[config.mk]
export PLATFORM = sky130hd
export DESIGN_NAME = irq_fiq_intc
export DESIGN_NICKNAME = d
export VERILOG_FILES = /design/src/rtl/intc_pkg.sv /design/src/rtl/intc_ctrl.sv /design/src/rtl/intc_datapath.sv /design/src/rtl/irq_fiq_intc.sv
export SDC_FILE = /design/constraint.sdc
export NUM_CORES = 1
export LEC_CHECK = 0
export BUFFER_PORTS_ARGS = -buffer_cell sky130_fd_sc_hd__buf_2
export CAP_MARGIN = 10
export CORE_UTILIZATION = 35
export CTS_BUF_LIST = sky130_fd_sc_hd__clkbuf_8 sky130_fd_sc_hd__clkbuf_16
export DETAILED_ROUTE_END_ITERATION = 6
export PLACE_DENSITY = 0.52
export SYNTH_ARGS = -nofsm -noshare
export SYNTH_HDL_FRONTEND = slang
export SYNTH_SLANG_ARGS = --single-unit
[constraint.sdc]
create_clock -name clk -period 4.1 [get_ports clk]
set_clock_uncertainty 0.2 [all_clocks]
set_input_delay 0.205 -clock clk [delete_from_list [all_inputs] [get_ports clk]]
set_output_delay 0.205 -clock clk [all_outputs]
set_load 0.05 [all_outputs]
[src/rtl/intc_pkg.sv]
package intc_pkg;

  localparam int BANK_W  = 32;
  localparam int IDX_W   = 6;
  localparam int PRIO_W  = IDX_W + 1;

  typedef enum logic [2:0] {
    SEL_NONE,
    SEL_IRQ,
    SEL_MASK,
    SEL_STEER,
    SEL_FIQ,
    SEL_RAW,
    SEL_IDLE,
    SEL_PRIO
  } regKindT;

  typedef struct packed {
    regKindT          kind;
    logic             bankHi;
    logic [IDX_W-1:0] idx;
  } regSelT;

  typedef struct packed {
    logic             wrMask;
    logic             wrSteer;
    logic             wrIdle;
    logic             wrPrio;
    logic             bankHi;
    logic [IDX_W-1:0] idx;
  } ctrlStrobeT;

endpackage

[src/rtl/intc_ctrl.sv]
module intc_ctrl
  import intc_pkg::*;
#(
  parameter int ADDR_W  = 8,
  parameter int NUM_SRC = 40
) (
  input  logic              clk,
  input  logic              rst_n,
  input  logic [ADDR_W-1:0] busAddr,
  input  logic              busWrEn,
  output ctrlStrobeT        strobe,
  output regSelT            rdSel
);

  localparam int HI_W         = NUM_SRC - BANK_W;
  localparam int PRIO_LO_BASE = 'h1C;
  localparam int PRIO_LO_LAST = PRIO_LO_BASE + 4 * (BANK_W - 1);
  localparam int HI_BASE      = PRIO_LO_LAST + 4;
  localparam int HI_LAST      = HI_BASE + 4 * 4;
  localparam int PRIO_HI_BASE = HI_LAST + 4;
  localparam int PRIO_HI_LAST = PRIO_HI_BASE + 4 * (HI_W - 1);

  function automatic regSelT decodeAddr(input logic [ADDR_W-1:0] a);
    regSelT     s;
    logic [31:0] v;
    logic [31:0] off;
    s      = '0;
    s.kind = SEL_NONE;
    v      = 32'(a);
    off    = '0;
    if (a[1:0] == 2'b00) begin
      if (v < 32'h18) begin
        case (v[4:2])
          3'd0:    s.kind = SEL_IRQ;
          3'd1:    s.kind = SEL_MASK;
          3'd2:    s.kind = SEL_STEER;
          3'd3:    s.kind = SEL_FIQ;
          3'd4:    s.kind = SEL_RAW;
          3'd5:    s.kind = SEL_IDLE;
          default: s.kind = SEL_NONE;
        endcase
      end else if (v >= 32'(PRIO_LO_BASE) && v <= 32'(PRIO_LO_LAST)) begin
        off    = (v - 32'(PRIO_LO_BASE)) >> 2;
        s.kind = SEL_PRIO;
        s.idx  = off[IDX_W-1:0];
      end else if (v >= 32'(HI_BASE) && v <= 32'(HI_LAST)) begin
        off      = (v - 32'(HI_BASE)) >> 2;
        s.bankHi = 1'b1;
        case (off[2:0])
          3'd0:    s.kind = SEL_IRQ;
          3'd1:    s.kind = SEL_MASK;
          3'd2:    s.kind = SEL_STEER;
          3'd3:    s.kind = SEL_FIQ;
          default: s.kind = SEL_RAW;
        endcase
      end else if (v >= 32'(PRIO_HI_BASE) && v <= 32'(PRIO_HI_LAST)) begin
        off    = ((v - 32'(PRIO_HI_BASE)) >> 2) + 32'(BANK_W);
        s.kind = SEL_PRIO;
        s.idx  = off[IDX_W-1:0];
      end
    end
    return s;
  endfunction

  regSelT decoded;

  always_comb begin
    decoded        = decodeAddr(busAddr);
    rdSel          = decoded;
    strobe.wrMask  = busWrEn && (decoded.kind == SEL_MASK);
    strobe.wrSteer = busWrEn && (decoded.kind == SEL_STEER);
    strobe.wrIdle  = busWrEn && (decoded.kind == SEL_IDLE);
    strobe.wrPrio  = busWrEn && (decoded.kind == SEL_PRIO);
    strobe.bankHi  = decoded.bankHi;
    strobe.idx     = decoded.idx;
  end

  // a priority strobe never points past the last table entry
  assert_prio_idx_range_R8: assert property (@(posedge clk) disable iff (!rst_n)
    strobe.wrPrio |-> (32'(strobe.idx) < 32'(NUM_SRC)));

  // a misaligned offset never produces a write strobe
  assert_misaligned_quiet_R10: assert property (@(posedge clk) disable iff (!rst_n)
    (busAddr[1:0] != 2'b00) |->
      !(strobe.wrMask || strobe.wrSteer || strobe.wrIdle || strobe.wrPrio));

endmodule

[src/rtl/intc_datapath.sv]
module intc_datapath
  import intc_pkg::*;
#(
  parameter int NUM_SRC = 40
) (
  input  logic               clk,
  input  logic               rst_n,
  input  logic [NUM_SRC-1:0] srcLevel,
  input  logic               coreHalted,
  input  logic [31:0]        busWrData,
  input  ctrlStrobeT         strobe,
  input  regSelT             rdSel,
  output logic [31:0]        busRdData,
  output logic               irqOut,
  output logic               fiqOut,
  output logic               wakeReq
);

  localparam int HI_W = NUM_SRC - BANK_W;

  logic [BANK_W-1:0] pendLo, maskLo, steerLo, irqViewLo, fiqViewLo;
  logic [HI_W-1:0]   pendHi, maskHi, steerHi, irqViewHi, fiqViewHi;
  logic              idleEnOnly;
  logic [PRIO_W-1:0] prioTab [NUM_SRC];
  logic              anyIrq, anyFiq, anyWake;
  logic [PRIO_W-1:0] prioSel;

  assign pendLo = srcLevel[BANK_W-1:0];
  assign pendHi = srcLevel[NUM_SRC-1:BANK_W];

  always_ff @(posedge clk) begin
    if (!rst_n) begin
      maskLo     <= '0;
      maskHi     <= '0;
      steerLo    <= '0;
      steerHi    <= '0;
      idleEnOnly <= 1'b0;
    end else begin
      if (strobe.wrMask && !strobe.bankHi)  maskLo  <= busWrData;
      if (strobe.wrMask && strobe.bankHi)   maskHi  <= busWrData[HI_W-1:0];
      if (strobe.wrSteer && !strobe.bankHi) steerLo <= busWrData;
      if (strobe.wrSteer && strobe.bankHi)  steerHi <= busWrData[HI_W-1:0];
      if (strobe.wrIdle)                    idleEnOnly <= busWrData[0];
    end
  end

  for (genvar k = 0; k < NUM_SRC; k++) begin : g_prio
    logic [PRIO_W-1:0] entry;
    always_ff @(posedge clk) begin
      if (!rst_n) begin
        entry <= '0;
      end else if (strobe.wrPrio && (strobe.idx == IDX_W'(k))) begin
        entry <= {busWrData[31], busWrData[IDX_W-1:0]};
      end
    end
    assign prioTab[k] = entry;
  end

  assign irqViewLo = pendLo & maskLo & ~steerLo;
  assign fiqViewLo = pendLo & maskLo & steerLo;
  assign irqViewHi = pendHi & maskHi & ~steerHi;
  assign fiqViewHi = pendHi & maskHi & steerHi;

  always_comb begin
    anyIrq  = |{irqViewLo, irqViewHi};
    anyFiq  = |{fiqViewLo, fiqViewHi};
    anyWake = |{pendLo & (maskLo | {BANK_W{!idleEnOnly}}),
                pendHi & (maskHi | {HI_W{!idleEnOnly}})};
  end

  always_ff @(posedge clk) begin
    if (!rst_n) begin
      irqOut  <= 1'b0;
      fiqOut  <= 1'b0;
      wakeReq <= 1'b0;
    end else begin
      irqOut  <= anyIrq;
      fiqOut  <= anyFiq;
      wakeReq <= coreHalted && anyWake;
    end
  end

  assign prioSel = prioTab[rdSel.idx];

  always_comb begin
    case (rdSel.kind)
      SEL_IRQ:   busRdData = rdSel.bankHi ? 32'(irqViewHi) : irqViewLo;
      SEL_FIQ:   busRdData = rdSel.bankHi ? 32'(fiqViewHi) : fiqViewLo;
      SEL_MASK:  busRdData = rdSel.bankHi ? 32'(maskHi)    : maskLo;
      SEL_STEER: busRdData = rdSel.bankHi ? 32'(steerHi)   : steerLo;
      SEL_RAW:   busRdData = rdSel.bankHi ? 32'(pendHi)    : pendLo;
      SEL_IDLE:  busRdData = 32'(idleEnOnly);
      SEL_PRIO:  busRdData = {prioSel[PRIO_W-1], {(32-PRIO_W){1'b0}},
                              prioSel[IDX_W-1:0]};
      default:   busRdData = '0;
    endcase
  end

  // fast line follows the enabled, fast-steered sources one cycle later
  assert_fiq_latency_R4: assert property (@(posedge clk) disable iff (!rst_n)
    fiqOut == $past(|{fiqViewLo, fiqViewHi}));

  // normal line follows the enabled, normal-steered sources one cycle later
  assert_irq_latency_R4: assert property (@(posedge clk) disable iff (!rst_n)
    irqOut == $past(|{irqViewLo, irqViewHi}));

  // no wake request unless the core was halted on the previous edge
  assert_wake_needs_halt_R7: assert property (@(posedge clk) disable iff (!rst_n)
    wakeReq |-> $past(coreHalted));

  // priority reads carry nothing in the unused middle bits
  assert_prio_clean_R8: assert property (@(posedge clk) disable iff (!rst_n)
    (rdSel.kind == SEL_PRIO) |-> (busRdData[30:IDX_W] == '0));

  // unmapped offsets read as zero
  assert_unmapped_zero_R10: assert property (@(posedge clk) disable iff (!rst_n)
    (rdSel.kind == SEL_NONE) |-> (busRdData == '0));

  // high-bank registers show nothing above their width
  assert_hi_bank_narrow_R11: assert property (@(posedge clk) disable iff (!rst_n)
    (rdSel.bankHi && rdSel.kind != SEL_NONE) |-> (busRdData[31:HI_W] == '0));

endmodule

[src/rtl/irq_fiq_intc.sv]
module irq_fiq_intc
  import intc_pkg::*;
#(
  parameter int NUM_SRC = 40,
  parameter int ADDR_W  = 8
) (
  input  logic               clk,
  input  logic               rst_n,
  input  logic [NUM_SRC-1:0] srcLevel,
  input  logic               coreHalted,
  input  logic [ADDR_W-1:0]  busAddr,
  input  logic               busWrEn,
  input  logic [31:0]        busWrData,
  output logic [31:0]        busRdData,
  output logic               irqOut,
  output logic               fiqOut,
  output logic               wakeReq
);

  ctrlStrobeT strobe;
  regSelT     rdSel;

  intc_ctrl #(.ADDR_W(ADDR_W), .NUM_SRC(NUM_SRC)) i_ctrl (
    .clk     (clk),
    .rst_n   (rst_n),
    .busAddr (busAddr),
    .busWrEn (busWrEn),
    .strobe  (strobe),
    .rdSel   (rdSel)
  );

  intc_datapath #(.NUM_SRC(NUM_SRC)) i_datapath (
    .clk        (clk),
    .rst_n      (rst_n),
    .srcLevel   (srcLevel),
    .coreHalted (coreHalted),
    .busWrData  (busWrData),
    .strobe     (strobe),
    .rdSel      (rdSel),
    .busRdData  (busRdData),
    .irqOut     (irqOut),
    .fiqOut     (fiqOut),
    .wakeReq    (wakeReq)
  );

endmodule

---- Word level (Yosys, flattened, before mapping) ----
Index checks and enable logic that the tools add are counted.
storage, ports and cells
  bits of input ports ..................... 84
  word-level logic and storage cells ...... 210
  output and inout bits ................... 35
  flip-flop bits (word level) ............. 364
cells by class
  eq/ne operators ......................... 54
  $lt $le $gt $ge ......................... 8
  $add $sub $neg .......................... 4
  mux-type cells .......................... 22
  bitwise logic cells ..................... 13
  reductions and logical operators ........ 61
operators with widths
  cell                                                                   count
  32-bit one-hot mux with 7 select lines                                 1
  32-bit two-way mux                                                     5
  32-bit AND                                                             4
  40-bit OR reduction                                                    3
  6-bit by 5-bit equality test with 1-bit output, second input constant  16
  1-bit logical AND                                                      52
  6-bit by 4-bit equality test with 1-bit output, second input constant  8
  6-bit equality test, second input constant                             8
  7-bit binary-select mux with 6-bit select                              1
  8-bit AND                                                              4
  32-bit NOT                                                             1
  32-bit bitwise OR                                                      1
  6-bit by 3-bit equality test with 1-bit output, second input constant  4
  8-bit <= comparator, second input constant                             3
  7-bit two-way mux                                                      3
  3-bit by 2-bit equality test with 1-bit output, second input constant  6
  3-bit equality test, second input constant                             6
  6-bit two-way mux                                                      3
  3-bit one-hot mux with 6 select lines                                  1
  8-bit greater-or-equal comparator, second input constant               2
  6-bit by 2-bit equality test with 1-bit output, second input constant  2
  3-bit two-way mux                                                      4
  3-bit one-hot mux with 4 select lines                                  1
  10-bit two-way mux                                                     1
  17 further kinds                                                       22

---- Longest topological paths before layout ----
Gate-level depths: netlist (run 1).
  depth in word-level cells ............... 12
  mapped depth ............................ 17
  gate-level depth less buffers ........... 11

---- Modules after synthesis ----
From an unflattened synthesis (run 1), not the netlist that was laid out.
unflattened totals
  cell total of the unflattened synthesis .. 2281
  area, all modules ....................... 18763.0 µm²
by module, submodules not included
  module         times used  area each (µm²)  cells an instance  seq. area each (µm²)
  intc_datapath  1           17893.4          2163               7287.0
  intc_ctrl      1           869.6            118                0.0

---- Worst setup path before layout (run 1) ----
Ideal clock, no wire load.
  path type ............................... input-to-output
  start ................................... input port busAddr[5]
  end ..................................... output port busRdData[1]
  data arrival time ....................... 5014 ps
  buffers on the path ..................... 5
  setup slack ............................. -1319 ps
  data required time ...................... 3695 ps
  stages .................................. 15
  path through ............................ clkbuf_1 inv_1 ha_1 clkbuf_1 a2111o_1 a2111oi_0 or2_2 clkbuf_1 buf_4 buf_4 nand2_1 and3_1 o21ai_0 a31oi_1 o311ai_0
on the way
  longest elaborated chain between the ends .. 12
  elaborated cells between the ends (all ways) .. 41
  classes of those cells .................. add/sub: 3; order compare: 7; eq/ne: 7; mux: 20; bitwise: 1; reduce/logical: 3
RTL lines
  element                                                  RTL line                          text
  from (decl)                                              irq_fiq_intc.sv:11                input logic [ADDR_W-1:0] busAddr,
  8-bit subtractor (tied with other cells)                 intc_ctrl.sv:57                   off = ((v - 32'(PRIO_HI_BASE)) >> 2) + 32'(BANK_W);
  6-bit adder / 1-bit logical AND (equally long branches)  intc_ctrl.sv:57, intc_ctrl.sv:56
  6-bit two-way mux                                        intc_ctrl.sv:56                   end else if (v >= 32'(PRIO_HI_BASE) && v <= 32'(PRIO_HI_LAST)) begin
  6-bit two-way mux                                        intc_ctrl.sv:46                   end else if (v >= 32'(HI_BASE) && v <= 32'(HI_LAST)) begin
  6-bit two-way mux                                        intc_ctrl.sv:42                   end else if (v >= 32'(PRIO_LO_BASE) && v <= 32'(PRIO_LO_LAST)) begin
  7-bit two-way mux                                        intc_ctrl.sv:32                   if (v < 32'h18) begin
  10-bit two-way mux *                                     intc_ctrl.sv:31                   if (a[1:0] == 2'b00) begin
  6-bit NOT with 7-bit output (not written as such)        intc_datapath.sv:83               assign prioSel = prioTab[rdSel.idx];
  7-bit binary-select mux with 6-bit select                intc_datapath.sv:83
  7-bit two-way mux (not written as such) (2 in series)    intc_datapath.sv:83
  32-bit one-hot mux with 7 select lines *                 intc_datapath.sv:86               case (rdSel.kind)
  to (decl)                                                irq_fiq_intc.sv:14                output logic [31:0] busRdData,
Every way passes the cells marked *; elsewhere a longest branch is shown, timed or not. The select of a mux whose other input is x is not followed.

---- Final worst setup path (run 1) ----
  start ................................... input port busAddr[2]
  end ..................................... output port busRdData[0]
Same word-level chain as after synthesis.

==> results.ini, run 1 <==
[cts]
clk_pin_slew_ns = 0.06
clock_path_buffers = 3
cts_sinks = 364
cts_buffers = 44
htreeDepth = 2
clk-insertion-delay-late_ns = 0.60
cts_root_buf = clkbuf_16
cts_tree = yes

[min_path]
hp-start = busWrData[0]
hold_path_class = in2reg
hold_depth = 3
holdPathEnd = i_datapath.g_prio[0].entry[0]$_SDFFE_PN0P_

[synth]
synth_largest_area_cell = dfxtp_1
ys_warn_count = 0
ys_seq_area_frac = 0.3720
yosys.area.top_type_share = 0.3720
synthCells = 2227
synthArstFlopShare = 0
synth_cell_type_count = 86
synth_edf_count = 0
yosys-top-cells-area = dfxtp_1 (37%), mux2i_1 (17%), nor2b_1 (10%), nand2_1 (4.4%), o21ai_0 (3.3%)
yosysMostFrequentCell = dfxtp_1
ys_ff_latch = 364
avgSynthCellArea_um2 = 8.796
synthesis.nets = 2321
syn-cell-area_um2 = 19590
synth-main-ff-cell = dfxtp_1
synthTopCellsByCount = dfxtp_1 (364), mux2i_1 (334), nor2b_1 (319)

[layout]
drive_above_1_share = 0.2140
ff_latch_area_um2 = 7287
fin_nets = 2581
multi_input_area_um2 = 11870
fill_cells = 5344
fin_util = 0.4517
area.growth.synth_to_final_pct = 27.29
diodes = 0

[sta]
fin_crit_sh = 0.9784
max_freq_ghz = 0.2493
rsz0062_at_grt = yes
tightest_slew_ns = 1.277
setup_slack_ns = 0.08856
final_max_slew_viol_count = 0
hold_viol = 0
final.min_clock_period_ns = 4.011
max_slew_margin = 0.1485
hold_ws_ns = 0.04187
setup_viol = 0

[setup_path]
reg2regPathDepth = 6
startpoint_type = input pin
r2r-start = i_datapath.steerLo[19]$_SDFFE_PN0P_
worstPathRequired_ns = 3.69
end_kind = output pin
r2r_slack_ns = 1.68
worstPathMaxFanout = 5
arrival_ns = 3.61
crit_type = in2out
reg2reg_to = i_datapath.fiqOut$_SDFF_PN0_

[grt]
antenna_found_initial = 0
grt_overflow = 0
grt_first_pass_wirelength_um = 108800
grt_pass1_vias = 17380
track_usage = 0.2496
grt_max_degree = 132

[power_and_ir_drop]
peakVddDrop_mv = 0.3040
power_density_nw_per_um2 = 357.8
leakagePower_nw = 9.709
finalPower_mw = 8.922

[place]
dp_worst_setup_slack_ns = -0.2505
dp_hpwl_um = 50300
place.gp.congestion = 0.9371
io_buffer_count = 118

[floorplanning]
io_pins = 119
start_util = 0.3549
die_h_um = 238.6
rows = 86
die_area_um2 = 56920
die_w_um = 238.6
core_um2 = 55200

[route]
drc = 0
drtIter0Drc = 1476
postRouteAntennaNets = 0
wl_per_cell_um = 22.20
first_pass_iters = 5
routed_wl_um = 72610
vias_per_cell = 5.533
dr_total_vias = 18100

[job]
maxCapViolCount = 0

[outcome]
outcome = complete, no violations

[sequential cells by signal, indices dropped and copies added, names as in the netlist]
name / count
i_datapath.wakeReq: 1
i_datapath.maskHi: 8
i_datapath.fiqOut: 1
i_datapath.maskLo: 32
i_datapath.g_prio.entry: 280
i_datapath.irqOut: 1
i_datapath.steerHi: 8
i_datapath.steerLo: 32
i_datapath.idleEnOnly: 1
[cell type report]
class                   instances  area share
multi-input cells            1674      0.4760
flip-flops and latches        364      0.2922
repair buffers                391      0.1274
clock buffers                  54     0.04968
well taps                     748     0.03753
clock inverters                28     0.01530
inverters                      12    0.001806
[cells in the final DEF, fill, tap and decap left out, drive strengths merged, types with 9 or more instances in the layout]
master / count
a211oi: 14
a21boi: 48
a21oi: 29
a31oi: 37
and3: 21
buf: 353
clkbuf: 59
clkinv: 11
dfxtp: 364
dlygate4sd3: 33
ha: 10
inv: 17
mux2i: 334
nand2: 230
nand3: 74
nand4: 26
nor2: 63
nor2b: 319
nor3: 30
nor3b: 27
nor4: 24
o21a: 16
o21ai: 129
o221ai: 9
o22ai: 100
[per-stage QoR]
stage,cell area [µm²],TNS [ns],std cells
finish,24940,0,3271
global route,24940,-0.03914,3271
CTS,24690,0,3261
detailed placement,22660,-1.073,3143
global placement,22660,-0.9400,3143
floorplan,19740,-0.007041,2227
[layer usage]
layer / GRT usage / wire length (µm) / vias up
met1: 0.3354 / 32770 / 8789
met2: 0.4093 / 33630 / 609
li1: - / - / 8559
met3: 0.03222 / 3886 / 142
met5: 0 / 0 / -
met4: 0.08761 / 2323 / 0
[repair_timing]
item                                    CTS  global route
gates cloned                              0             2
hold buffers                             33             0
setup buffers                             3             8
pin swaps                                 5            14
hold endpoints to repair                 60             0
resized for setup                        12            35
endpoints found under the setup margin    7            28
[report_power, final]
part | switching, mW | internal [mW] | total (mW)
Sequential | 0.0132 | 3.55 | 3.56
Clock | 1.68 | 2.61 | 4.29
Combinational | 0.648 | 0.425 | 1.07
[logic make-up (layout without fill, tap and decap cells)]
kind of cell | after synthesis | in the layout | synth area share
AO/OA/AOI/OAI | 483 | 483 | 0.1663
adder cells (fa/ha/maj) | 10 | 10 | 0.006387
XOR/XNOR | 5 | 5 | 0.002235
multiplexers | 336 | 336 | 0.1718
buffers and inverters | 189 | 485 | 0.04018
AND/OR/NAND/NOR | 840 | 840 | 0.2411
flip-flops | 364 | 364 | 0.3720
[worst max path at each step]
stage	from	endpoint	cells after the start
after CTS	busAddr[5]	busRdData[0]	16
after global placement	busAddr[2]	busRdData[4]	14
after global routing	busAddr[4]	busRdData[4]	19
after floorplan	busAddr[5]	busRdData[4]	13
final	busAddr[2]	busRdData[0]	13
after detailed placement	busAddr[2]	busRdData[4]	14
[critical path: stages]
cell       delay (ns)
buf_2            0.13
ha_4             0.17
a2111o_1         0.50
a2111oi_4        0.48
clkbuf_16        0.24
or2_4            0.18
buf_12           0.15
mux2_2           0.33
o211ai_1         0.17
a32oi_1          0.13
a41o_1           0.26
a311o_2          0.47
buf_8            0.18
(Power assumes the default switching activity.)
==> run 2, diff against run 1 <==
Settings changed: ABC_CLOCK_PERIOD_IN_PS set to 4100, CAP_MARGIN 10 to unset, SYNTH_HIERARCHICAL set to 1.
==> run 2 against run 1 <==
Net effect:
- the flow now finishes with violations (design-rule violations, negative setup slack)
- first-iteration DRC count is 15% higher
- hold slack better by 0.020 ns
- total power is 6.0% lower
- sequential share of layout area is 2.1 points higher
- clock-buffer cell count stayed put
- via count is 0.45% higher
- highest routed layer unchanged
==> results.ini, run 2 <==
[outcome]
outcome = finished, violations left
failed_checks = design-rule violations, negative setup slack

[layout]
largest_register = i_datapath/g_prio.entry
fin_cells = 3189
fill_cells = 5232
mostFrequentLayoutCells = nand2_1 (455), dfxtp_1 (364), a21oi_1 (305), nand3_1 (222), buf_4 (170)
biggestRegsByFlops = i_datapath/g_prio.entry: 280 flops, i_datapath/maskLo: 32 flops, i_datapath/steerLo: 32 flops
fin_nets = 2564
final_cell_area_um2 = 23280
largest_reg_flops = 280
drive_above_1_share = 0.2113
area.growth.synth_to_final_pct = 24.07
final_common_cell = nand2_1

[setup_path]
reg2regPathDepth = 5
crit_chain = buf_6 -> or4b_4 -> o41a_1 -> a211oi_4 -> nand3_2 -> a21oi_4 -> buf_6 -> buf_4 -> mux4_1 -> mux2_2 -> a221oi_2 -> buf_4 -> o21ai_2 -> buf_6
critical-path-top-delay-family = compound AO/OA/AOI/OAI gates
crit_buf_inv = 5
end_kind = output pin
reg2reg_to = i_datapath/wakeReq$_SDFF_PN0_
arrival_ns = 3.73
crit_type = in2out
worstPathRequired_ns = 3.69
r2r_slack_ns = 1.74
crit_start = busAddr[0]
startpoint_type = input pin
r2r-start = i_datapath/maskLo[18]$_SDFFE_PN0P_
cpMostUsedCell = buf_6
worstPathMaxFanout = 5
critPathMaxStageDelay_ns = 0.56
cp_slowest_cell = mux4_1

[job]
maxCapViolCount = 0

[synth]
synth-main-ff-cell = dfxtp_1
ys_warn_count = 6
syn-cell-area_um2 = 18760
yosysMostFrequentCell = nand2_1
ys_seq_area_frac = 0.3884
synth_largest_area_cell = dfxtp_1
avgSynthCellArea_um2 = 8.226
yosys-top-cells-area = dfxtp_1 (39%), nand2_1 (9.1%), a21oi_1 (8.2%), mux4_2 (6.0%), nand3_1 (5.9%)
synthArstFlopShare = 0
synthTopCellsByCount = nand2_1 (456), dfxtp_1 (364), a21oi_1 (308)
yosys.area.top_type_share = 0.3884
synthesis.nets = 2378
synth_cell_type_count = 78
synthCells = 2281
synth_edf_count = 0
ys_ff_latch = 364

[floorplanning]
die_w_um = 233.5
die_h_um = 233.5
die_area_um2 = 54540
rows = 84
core_um2 = 52760
start_util = 0.3556
io_pins = 119

[place]
dp_hpwl_um = 45480
place_area_um2 = 21060
dp.cells = 3063
io_buffer_count = 118
place.gp.congestion = 0.9190

[grt]
track_usage = 0.2374
antenna_found_initial = 2
grt_pass1_vias = 17290
grt_first_pass_wirelength_um = 100800
grt_max_degree = 128
grt_overflow = 0

[power_and_ir_drop]
pwr-share-seq = 0.425
leakagePower_nw = 8.164
p_clk_frac = 0.484
finalPower_mw = 8.386
swShare = 0.2575
p_sw_mw = 2.160
power_density_nw_per_um2 = 360.2
peakVddDrop_mv = 0.3034
combPwrFrac = 0.091
p_int_mw = 6.226

[route]
postRouteAntennaNets = 0
first_pass_iters = 7
dr_total_vias = 18180
routed_wl_um = 66550
wl_per_cell_um = 20.87
drc = 20
drtIter0Drc = 1702
vias_per_cell = 5.701

[sta]
max_slew_margin = 0.2126
max_freq_ghz = 0.2418
rsz0062_at_grt = yes
tightest_slew_ns = 1.181
setup_viol = 4
setup_slack_ns = -0.03571
hold_viol = 0
final.min_clock_period_ns = 4.136
fin_crit_sh = 1.009
final_max_slew_viol_count = 0

[cts]
clock_path_buffers = 3
cts_tree = yes
cts_buffers = 43
clk_pin_slew_ns = 0.07
clk-insertion-delay-late_ns = 0.59
cts_root_buf = clkbuf_16
cts_sinks = 364
htreeDepth = 2

[min_path]
holdPathEnd = i_datapath/irqOut$_SDFF_PN0_
hold_depth = 5
hp-start = srcLevel[0]
hold_path_class = in2reg

## run 2: cell types whose count changed after synthesis, sizes merged, moves of 30 or more
cell	delta
nor2b	-307
a21oi	+279
mux2i	-228
nand2	+226
nand3	+149
o22ai	-73
mux4	+70
nor2	+58
a21boi	-47
a31oi	-33
nand2b	+30
## run 2: worst register-to-register path: stages (launching register included)
cell	delay, ns
dfxtp_1	0.36
nand2_1	0.16
nand4_1	0.15
or4_1	0.52
o311a_1	0.33
dlygate4sd3_1	0.55
## run 2: routing by layer
| metal | track usage | vias to the layer above | part of all wire |
|---|---|---|---|
| met5 | 0 | - | 0 |
| met4 | 0.07853 | 0 | 0.028 |
| met3 | 0.02722 | 129 | 0.059 |
| met2 | 0.3959 | 643 | 0.48 |
| met1 | 0.3171 | 8828 | 0.44 |
| li1 | - | 8581 | - |
## run 2: power by group through the flow
stage	clock network (mW)	logic, mW	registers [mW]
floorplan	0	0.378	3.64
global placement	0	0.692	3.64
detailed placement	0	0.699	3.64
CTS	4.15	0.739	3.56
global route	4.28	0.810	3.56
finish	4.06	0.763	3.56
## run 2: cell type report
| class | count | area (µm²) | share of cell area |
|---|---|---|---|
| Tap cell | 688 | 860.8 | 0.03698 |
| Sequential cell | 364 | 7287 | 0.3130 |
| Multi-Input combinational cell | 1698 | 10720 | 0.4605 |
| Antenna cell | 2 | 5.005 | 0.0002150 |
| Clock buffer | 54 | 1227 | 0.05273 |
| Timing Repair Buffer | 351 | 2854 | 0.1226 |
| Inverter | 9 | 41.29 | 0.001774 |
| Clock inverter | 23 | 284.0 | 0.01220 |
## run 2: worst max-delay path by stage
| stage | to | cells past startpoint |
|---|---|---|
| after floorplan | busRdData[6] | 10 |
| after global placement | busRdData[1] | 14 |
| after detailed placement | busRdData[5] | 13 |
| after CTS | busRdData[3] | 19 |
| after global routing | busRdData[31] | 15 |
| final | busRdData[2] | 14 |
## run 2: repair_timing
| item | 4_1_cts | 5_1_grt |
|---|---|---|
| hold endpoints to repair | 100 | 0 |
| gates resized for setup | 27 | 31 |
| gates cloned | 1 | 2 |
| hold buffers | 32 | 0 |
| endpoints found under the setup margin | 7 | 32 |
| setup buffers | 5 | 7 |
| pin swaps | 8 | 14 |
## run 2: logic make-up (layout without fill, tap and decap cells)
family / after synthesis / after routing / share of synthesized area
other: 0 / 2 / 0
XOR/XNOR: 2 / 2 / 0.0009338
AND/OR/NAND/NOR: 940 / 940 / 0.2266
adder cells (fa/ha/maj): 13 / 13 / 0.008669
flip-flops: 364 / 364 / 0.3884
multiplexers: 191 / 191 / 0.1536
AO/OA/AOI/OAI: 552 / 552 / 0.1695
buffers and inverters: 219 / 437 / 0.05235
## run 2: metrics by stage
stage,setup slack (ns),util,setup TNS (ns),hold slack [ns]
after CTS,0.001006,0.4375,0,0.02920
after floorplan,-0.4357,-,-1.020,0.1329
after detailed placement,-0.2050,0.3991,-4.048,0.2477
after global placement,-0.1366,0.3991,-1.763,0.2382
after global routing,-0.1413,0.4412,-0.8503,0.08930
final,-0.03571,0.4412,-0.1272,0.06162
